`config.mk`:
```
export PLATFORM = sky130hd
export DESIGN_NAME = gsp_port_top
export DESIGN_NICKNAME = d
export VERILOG_FILES = /design/src/rtl/gsp_pkg.sv /design/src/rtl/gsp_sync.sv /design/src/rtl/gsp_regs.sv /design/src/rtl/gsp_pin_mux.sv /design/src/rtl/gsp_port_top.sv
export SDC_FILE = /design/constraint.sdc
export NUM_CORES = 1
export LEC_CHECK = 0
export ABC_AREA = 1
export BUFFER_PORTS_ARGS = -buffer_cell sky130_fd_sc_hd__buf_2
export CAP_MARGIN = 20
export CORE_UTILIZATION = 37
export DETAILED_ROUTE_END_ITERATION = 8
export PLACE_DENSITY_LB_ADDON = 0.1
export SLEW_MARGIN = 20
export SYNTH_ARGS = -nofsm -noshare
export SYNTH_HDL_FRONTEND = slang
export SYNTH_SLANG_ARGS = --single-unit
```
`constraint.sdc`:
```
create_clock -name clk -period 0.8 [get_ports clk]
set_input_delay 0.04 -clock clk [delete_from_list [all_inputs] [get_ports clk]]
set_output_delay 0.04 -clock clk [all_outputs]
set_load 0.03 [all_outputs]
```
`src/rtl/gsp_pkg.sv`:
```
// Package: shared types and address map for the serial-override GPIO port.
// Assumes exactly one alternate function kind per pin index.
package gsp_pkg;

    typedef enum logic [1:0] {
        ALT_NONE = 2'd0,
        ALT_TXD  = 2'd1,
        ALT_RXD  = 2'd2,
        ALT_SCK  = 2'd3
    } alt_kind_e;

    localparam int unsigned DIR_ADDR  = 0;
    localparam int unsigned DATA_ADDR = 1;

    // Pick the alternate function wired to a given pin index.
    function automatic alt_kind_e pin_alt(input int idx);
        case (idx)
            0:       return ALT_TXD;
            1:       return ALT_RXD;
            2:       return ALT_SCK;
            default: return ALT_NONE;
        endcase
    endfunction

endpackage

```
`src/rtl/gsp_sync.sv`:
```
// Module: multi-stage synchronizer, one chain per bit.
// Assumes pad inputs are asynchronous to clk. The reset value of each stage is 0.
module gsp_sync #(
    parameter int unsigned WIDTH  = 3,
    parameter int unsigned STAGES = 2
) (
    input  logic             clk,
    input  logic             rst_n,
    input  logic [WIDTH-1:0] din,
    output logic [WIDTH-1:0] dout
);
    logic [WIDTH-1:0] chain_q [STAGES];

    for (genvar s = 0; s < STAGES; s++) begin : g_stage
        if (s == 0) begin : g_first
            // First stage captures the raw pad levels.
            always_ff @(posedge clk) begin
                if (!rst_n) chain_q[0] <= '0;
                else        chain_q[0] <= din;
            end
        end else begin : g_next
            // Later stages pass the level along the chain.
            always_ff @(posedge clk) begin
                if (!rst_n) chain_q[s] <= '0;
                else        chain_q[s] <= chain_q[s-1];
            end
        end
    end

    assign dout = chain_q[STAGES-1];

endmodule

```
`src/rtl/gsp_regs.sv`:
```
// Module: direction and data registers with the read-back multiplexer.
// Assumes a synchronous write strobe and combinational reads. Hardware standby
// clears both registers like reset does.
module gsp_regs #(
    parameter int unsigned NUM_PINS = 3,
    parameter int unsigned DATA_W   = 8,
    parameter int unsigned ADDR_W   = 4
) (
    input  logic                clk,
    input  logic                rst_n,
    input  logic                hw_standby,
    input  logic [ADDR_W-1:0]   bus_addr,
    input  logic                bus_wr,
    input  logic [DATA_W-1:0]   bus_wdata,
    output logic [DATA_W-1:0]   bus_rdata,
    input  logic [NUM_PINS-1:0] pin_sync,
    output logic [NUM_PINS-1:0] dir_q,
    output logic [NUM_PINS-1:0] dat_q
);
    import gsp_pkg::*;

    localparam logic [ADDR_W-1:0] A_DIR  = ADDR_W'(DIR_ADDR);
    localparam logic [ADDR_W-1:0] A_DATA = ADDR_W'(DATA_ADDR);
    localparam int unsigned       PAD_W  = DATA_W - NUM_PINS;

    logic                clear_regs;
    logic                wr_dir;
    logic                wr_dat;
    logic [NUM_PINS-1:0] rd_bits;
    logic                unused_wbits;

    assign clear_regs   = !rst_n || hw_standby;
    assign wr_dir       = bus_wr && (bus_addr == A_DIR);
    assign wr_dat       = bus_wr && (bus_addr == A_DATA);
    assign unused_wbits = ^bus_wdata[DATA_W-1:NUM_PINS];

    // Direction register: cleared by reset or hardware standby, loaded on write.
    always_ff @(posedge clk) begin
        if (clear_regs)  dir_q <= '0;
        else if (wr_dir) dir_q <= bus_wdata[NUM_PINS-1:0];
    end

    // Data latch: cleared by reset or hardware standby, loaded on write.
    always_ff @(posedge clk) begin
        if (clear_regs)  dat_q <= '0;
        else if (wr_dat) dat_q <= bus_wdata[NUM_PINS-1:0];
    end

    // Per-bit read source: latch for outputs, synchronized pin for inputs.
    for (genvar i = 0; i < NUM_PINS; i++) begin : g_rd
        assign rd_bits[i] = dir_q[i] ? dat_q[i] : pin_sync[i];
    end

    // Read mux: only the data register returns live bits.
    always_comb begin
        if (bus_addr == A_DATA) bus_rdata = {{PAD_W{1'b1}}, rd_bits};
        else                    bus_rdata = '1;
    end

    // a direction write lands at the next edge.
    a_r11_dir_write: assert property (@(posedge clk) disable iff (!rst_n)
        (wr_dir && !hw_standby) |=> (dir_q == $past(bus_wdata[NUM_PINS-1:0])));

    // a data write lands at the next edge.
    a_r11_dat_write: assert property (@(posedge clk) disable iff (!rst_n)
        (wr_dat && !hw_standby) |=> (dat_q == $past(bus_wdata[NUM_PINS-1:0])));

    // hardware standby clears both registers.
    a_r8_hw_clear: assert property (@(posedge clk) disable iff (!rst_n)
        hw_standby |=> (dir_q == '0 && dat_q == '0));

    // registers hold when there is no matching write.
    a_r11_hold: assert property (@(posedge clk) disable iff (!rst_n)
        (!bus_wr && !hw_standby) |=> ($stable(dir_q) && $stable(dat_q)));

endmodule

```
`src/rtl/gsp_pin_mux.sv`:
```
// Module: per-pin output-enable and value selection between GPIO and serial use.
// Assumes the serial enables are cleared by software standby, and that hardware
// standby overrides everything and makes all pins inputs.
module gsp_pin_mux #(
    parameter int unsigned NUM_PINS = 3
) (
    input  logic                clk,
    input  logic                rst_n,
    input  logic                hw_standby,
    input  logic                sw_standby,
    input  logic [NUM_PINS-1:0] dir_q,
    input  logic [NUM_PINS-1:0] dat_q,
    input  logic                ser_txd_en,
    input  logic                ser_txd_val,
    input  logic                ser_rxd_en,
    input  logic                ser_sck_en,
    input  logic                ser_sck_oe,
    input  logic                ser_sck_val,
    output logic [NUM_PINS-1:0] pad_oe,
    output logic [NUM_PINS-1:0] pad_out
);
    import gsp_pkg::*;

    logic alt_ok;
    logic txd_on;
    logic rxd_on;
    logic sck_on;

    // Serial takeovers only count outside both standby modes.
    assign alt_ok = !sw_standby && !hw_standby;
    assign txd_on = ser_txd_en && alt_ok;
    assign rxd_on = ser_rxd_en && alt_ok;
    assign sck_on = ser_sck_en && alt_ok;

    for (genvar i = 0; i < NUM_PINS; i++) begin : g_pin
        localparam alt_kind_e KIND = pin_alt(i);
        logic oe_sel;
        logic val_sel;

        if (KIND == ALT_TXD) begin : g_txd
            // Transmit takeover drives the pin from the serial unit.
            always_comb begin
                oe_sel  = txd_on ? 1'b1        : dir_q[i];
                val_sel = txd_on ? ser_txd_val : dat_q[i];
            end
        end else if (KIND == ALT_RXD) begin : g_rxd
            // Receive takeover turns the pin into an input.
            always_comb begin
                oe_sel  = rxd_on ? 1'b0 : dir_q[i];
                val_sel = dat_q[i];
            end
        end else if (KIND == ALT_SCK) begin : g_sck
            // Clock takeover: the serial unit chooses the direction and value.
            always_comb begin
                oe_sel  = sck_on ? ser_sck_oe  : dir_q[i];
                val_sel = sck_on ? ser_sck_val : dat_q[i];
            end
        end else begin : g_plain
            // Plain GPIO pin with no alternate use.
            always_comb begin
                oe_sel  = dir_q[i];
                val_sel = dat_q[i];
            end
        end

        assign pad_oe[i]  = oe_sel && !hw_standby;
        assign pad_out[i] = val_sel;
    end

    // hardware standby makes every pin an input.
    a_r8_hw_inputs: assert property (@(posedge clk) disable iff (!rst_n)
        hw_standby |-> (pad_oe == '0));

    // software standby returns every pin to its register settings.
    a_r9_sw_follow: assert property (@(posedge clk) disable iff (!rst_n)
        (sw_standby && !hw_standby) |-> (pad_oe == dir_q && pad_out == dat_q));

    // the transmit takeover owns pin 0.
    a_r5_tx_override: assert property (@(posedge clk) disable iff (!rst_n)
        (ser_txd_en && !sw_standby && !hw_standby) |-> (pad_oe[0] && pad_out[0] == ser_txd_val));

    // the receive takeover keeps pin 1 undriven.
    a_r6_rx_input: assert property (@(posedge clk) disable iff (!rst_n)
        (ser_rxd_en && !sw_standby && !hw_standby) |-> !pad_oe[1]);

    // the clock takeover sets the pin 2 direction.
    a_r7_sck_dir: assert property (@(posedge clk) disable iff (!rst_n)
        (ser_sck_en && !sw_standby && !hw_standby) |-> (pad_oe[2] == ser_sck_oe));

endmodule

```
`src/rtl/gsp_port_top.sv`:
```
// Module: top of the three-pin GPIO port with serial pin takeover.
// Assumes pin 0 carries transmit, pin 1 receive and pin 2 the serial clock,
// and that the pads are external tristate buffers.
module gsp_port_top #(
    parameter int unsigned NUM_PINS    = 3,
    parameter int unsigned DATA_W      = 8,
    parameter int unsigned ADDR_W      = 4,
    parameter int unsigned SYNC_STAGES = 2
) (
    input  logic                clk,
    input  logic                rst_n,
    input  logic                hw_standby,
    input  logic                sw_standby,
    input  logic [ADDR_W-1:0]   bus_addr,
    input  logic                bus_wr,
    input  logic [DATA_W-1:0]   bus_wdata,
    output logic [DATA_W-1:0]   bus_rdata,
    input  logic                ser_txd_en,
    input  logic                ser_txd_val,
    input  logic                ser_rxd_en,
    output logic                ser_rxd,
    input  logic                ser_sck_en,
    input  logic                ser_sck_oe,
    input  logic                ser_sck_val,
    output logic                ser_sck_in,
    input  logic [NUM_PINS-1:0] pad_in,
    output logic [NUM_PINS-1:0] pad_oe,
    output logic [NUM_PINS-1:0] pad_out
);
    logic [NUM_PINS-1:0] pin_sync;
    logic [NUM_PINS-1:0] dir_q;
    logic [NUM_PINS-1:0] dat_q;

    gsp_sync #(.WIDTH(NUM_PINS), .STAGES(SYNC_STAGES)) u_sync (
        .clk  (clk),
        .rst_n(rst_n),
        .din  (pad_in),
        .dout (pin_sync)
    );

    gsp_regs #(.NUM_PINS(NUM_PINS), .DATA_W(DATA_W), .ADDR_W(ADDR_W)) u_regs (
        .clk       (clk),
        .rst_n     (rst_n),
        .hw_standby(hw_standby),
        .bus_addr  (bus_addr),
        .bus_wr    (bus_wr),
        .bus_wdata (bus_wdata),
        .bus_rdata (bus_rdata),
        .pin_sync  (pin_sync),
        .dir_q     (dir_q),
        .dat_q     (dat_q)
    );

    gsp_pin_mux #(.NUM_PINS(NUM_PINS)) u_mux (
        .clk        (clk),
        .rst_n      (rst_n),
        .hw_standby (hw_standby),
        .sw_standby (sw_standby),
        .dir_q      (dir_q),
        .dat_q      (dat_q),
        .ser_txd_en (ser_txd_en),
        .ser_txd_val(ser_txd_val),
        .ser_rxd_en (ser_rxd_en),
        .ser_sck_en (ser_sck_en),
        .ser_sck_oe (ser_sck_oe),
        .ser_sck_val(ser_sck_val),
        .pad_oe     (pad_oe),
        .pad_out    (pad_out)
    );

    // Synchronized serial inputs toward the serial unit.
    assign ser_rxd    = pin_sync[1];
    assign ser_sck_in = pin_sync[2];

endmodule

```
==> impl_metrics.py <==
metrics = {
    "yosys": {
        "ys_top_cells_by_area": "dfxtp_1 (35%), nand2_1 (13%), inv_1 (9.3%), buf_4 (8.8%), nand4_1 (5.5%)",
        "synth_warnings": 0,
        "synth_area_um2": 683,
        "syn_area_per_cell_um2": 6.83,
        "ys_seq_area_share_pct": 35.2,
        "yosysTopAreaCellShare_pct": 35.2,
        "netlist_instances": 100,
        "yosysUniqueCellTypes": 19,
        "ys_ff_latch": 12,
        "yosys.area.top_type": "dfxtp_1",
    },
    "setup_path": {
        "crit_family": "flip-flops",
        "slowest_delay_ns": 0.32,
        "path_buf_inv": 2,
        "end_kind": "primary output",
        "critPathKind": "flop to primary output",
        "required_ns": 0.76,
        "arrival_ns": 1.01,
        "crit_slowest_cell": "dfxtp_2",
        "r2r-end": "u_regs.dir_q[0]",
        "r2r_start": "u_regs.dir_q[0]",
        "r2r.worst_path.cells": 5,
        "crit_fanout": 4,
        "rrSetupSlack_ns": 0.09,
        "crit_chain": "inv_2, o211ai_1, buf_4",
        "crit_path_start_kind": "flop",
    },
    "global_route": {
        "grt_pass1_vias": 584,
        "grt.total_usage_pct": 16.8,
        "antenna_found_initial": 0,
        "gr-total-overflow": 0,
        "grt_max_degree": 9,
        "grt_pass1_wl_um": 2360,
    },
    "sta": {
        "finalSetupViolCount": 8,
        "finalClockSkew_ns": 0.00155,
        "fin_setup_tns_ns": -1.51,
        "fmax_mhz": 957,
        "drv_slew": 0,
        "hold_viol": 0,
        "min_period_ns": 1.05,
        "rsz0062_at_grt": "true",
        "finalWorstSetupSlack_ns": -0.245,
        "period_share_pct": 131,
    },
    "cells_and_area": {
        "drive_gt1_share_pct": 50.0,
        "finish.utilization_pct": 58.9,
        "antenna_cells": 0,
        "synthToLayoutAreaGrowth_pct": 48.9,
        "post-route-cell-area_mm2": 0.00102,
        "nets": 167,
        "nFillCells": 183,
    },
    "placed_design": {
        "pre_cts_ws_ns": -0.0284,
        "hpwl_um": 1120,
        "placed_cell_area_um2": 863,
        "io_buffers": 31,
        "gp_congestion": 0.812,
    },
    "die": {
        "dieWidth_um": 45.0,
        "core_mm2": 0.00173,
        "start_util_pct": 39.6,
        "dieArea_mm2": 0.00202,
        "num_io_pins": 42,
        "rows": 15,
        "die_h_um": 45.0,
    },
    "pwr": {
        "peakVddDrop_mv": 1.18,
        "powerDensity_mw_per_mm2": 1360,
        "leakagePower_nw": 0.522,
        "p_total_mw": 1.38,
    },
    "routing": {
        "drt-initial-drc-count": 19,
        "viasPerCell": 4.08,
        "wl_per_cell_um": 8.67,
        "firstDrtPassIters": 4,
        "drc": 0,
        "wirelength_um": 1430,
        "drtAntennaViolNets": 0,
        "dr_total_vias": 673,
    },
    "clock_tree": {
        "clk_latency_ns": 0.27,
        "clockRootBuffer": "clkbuf_4",
        "cts_buffers": 3,
        "cts.htree.levels": 1,
        "ctsLongestPathBuffers": 2,
        "clk_pin_slew_ns": 0.07,
        "cts_tree": "built",
        "cts_num_sinks": 12,
    },
    "worst_hold_path": {
        "min_path_cells": 3,
        "hold_class": "primary input to flop",
        "hold_end": "u_sync.chain_q[1][1]",
        "min-delay-start": "rst_n",
    },
    "run_status": {
        "outcome": "complete, but fails checks",
        "violations": "negative setup slack",
    },
    "run": {
        "maxCapViolCount": 0,
    },
}
## synth_stat cells
library cell   n
o21ai_0        1
nand4_1        6
inv_2          6
dfxtp_1       12
inv_1         17
a211oi_1       1
nor2_4         3
nand2_2        1
and2_1         1
buf_4          8
nor2_2         2
o211ai_1       3
buf_2          1
nor2_1         8
nand3_1        1
conb_1         1
a21oi_1        3
nand3_2        2
nand2_1       23
## worst register-to-register path: stages, from the launching register on
cell and delay [ns]:
dfxtp_2 0.32, inv_2 0.04, buf_4 0.12, nand2_1 0.05
inv_1 0.03, nor2_1 0.08
## where the power goes
| part | switching [mW] | total (mW) | internal, mW |
|---|---|---|---|
| Clock | 0.196 | 0.472 | 0.276 |
| Combinational | 0.169 | 0.288 | 0.119 |
| Sequential | 0.00714 | 0.622 | 0.614 |
| Total | 0.372 | 1.38 | 1.01 |
## worst max-delay path by stage
stage | from | end | slack [ns] | depth (start not counted)
2_1_floorplan | u_regs.dir_q[2] | bus_rdata[2] | -0.11 | 2
3_3_place_gp | hw_standby | pad_out[0] | -0.008 | 5
3_5_place_dp | hw_standby | pad_out[0] | -0.03 | 5
4_1_cts | u_regs.dir_q[0] | bus_rdata[0] | -0.25 | 3
5_1_grt | u_regs.dir_q[0] | bus_rdata[0] | -0.33 | 3
6_report | u_regs.dir_q[0] | bus_rdata[0] | -0.25 | 3
## layout by cell type (no fill, tap or decap)
master          n
inv_2           7
and2_1          1
clkbuf_4        3
a21oi_2         3
o21ai_1         1
nand2_1        22
buf_4          12
o211ai_1        3
buf_6           6
nand2_2         2
inv_1          16
a211oi_2        1
dfxtp_1         4
nor2_4          3
nand3_2         2
nor2_2          2
nand4_1         6
nand3_1         1
dfxtp_2         8
buf_2          20
dlygate4sd3_1   3
nor2_1          8
conb_1          5
clkbuf_8        1
## metal layers
layer,vias up,part of all wire (%),wire length (um),track usage (%)
met5,-,0,0,0
met4,0,0.98,14,7.27
met3,2,6.4,91,6.40
met2,27,48,686,28.4
met1,272,45,638,18.7
li1,372,-,-,-
## stage by stage
stage / std cells / hold slack [ns]
detailed placement: 155 / 0.226
global route: 165 / 0.0435
finish: 165 / 0.0406
floorplan: 104 / 0.133
CTS: 164 / 0.0300
global placement: 155 / 0.221
## final cells by class
cell class	count	area (um^2)	area share [%]
Clock buffer	4	36.3	3.57
Timing Repair Buffer	41	288	28.3
Sequential cell	12	250	24.6
Tap cell	25	31.3	3.08
Inverter	23	86.3	8.49
Multi-Input combinational cell	60	325	32.0
## registers in the layout (all words and copies together) (netlist names)
| signal | flops |
|---|---|
| u_sync.chain_q | 6 |
| u_regs.dat_q | 3 |
| u_regs.dir_q | 3 |
## repair_timing
item                                    CTS  global route
endpoints found under the setup margin   11            12
pin swaps                                 4             2
gates resized for setup                  22             2
hold buffers                              3             0
setup buffers                             2             1
endpoints found under the hold margin     3             0
## logic make-up (layout without fill, tap and decap cells)
| kind of cell | count (synthesis) | in the layout | share of synthesized area [%] |
|---|---|---|---|
| DFF | 12 | 12 | 35.2 |
| other | 1 | 5 | 0.549 |
| AOI/OAI and AO/OA | 8 | 8 | 7.32 |
| buffers and inverters | 32 | 68 | 22.2 |
| and+or+nand+nor | 47 | 47 | 34.8 |
(Power assumes the default switching activity.)
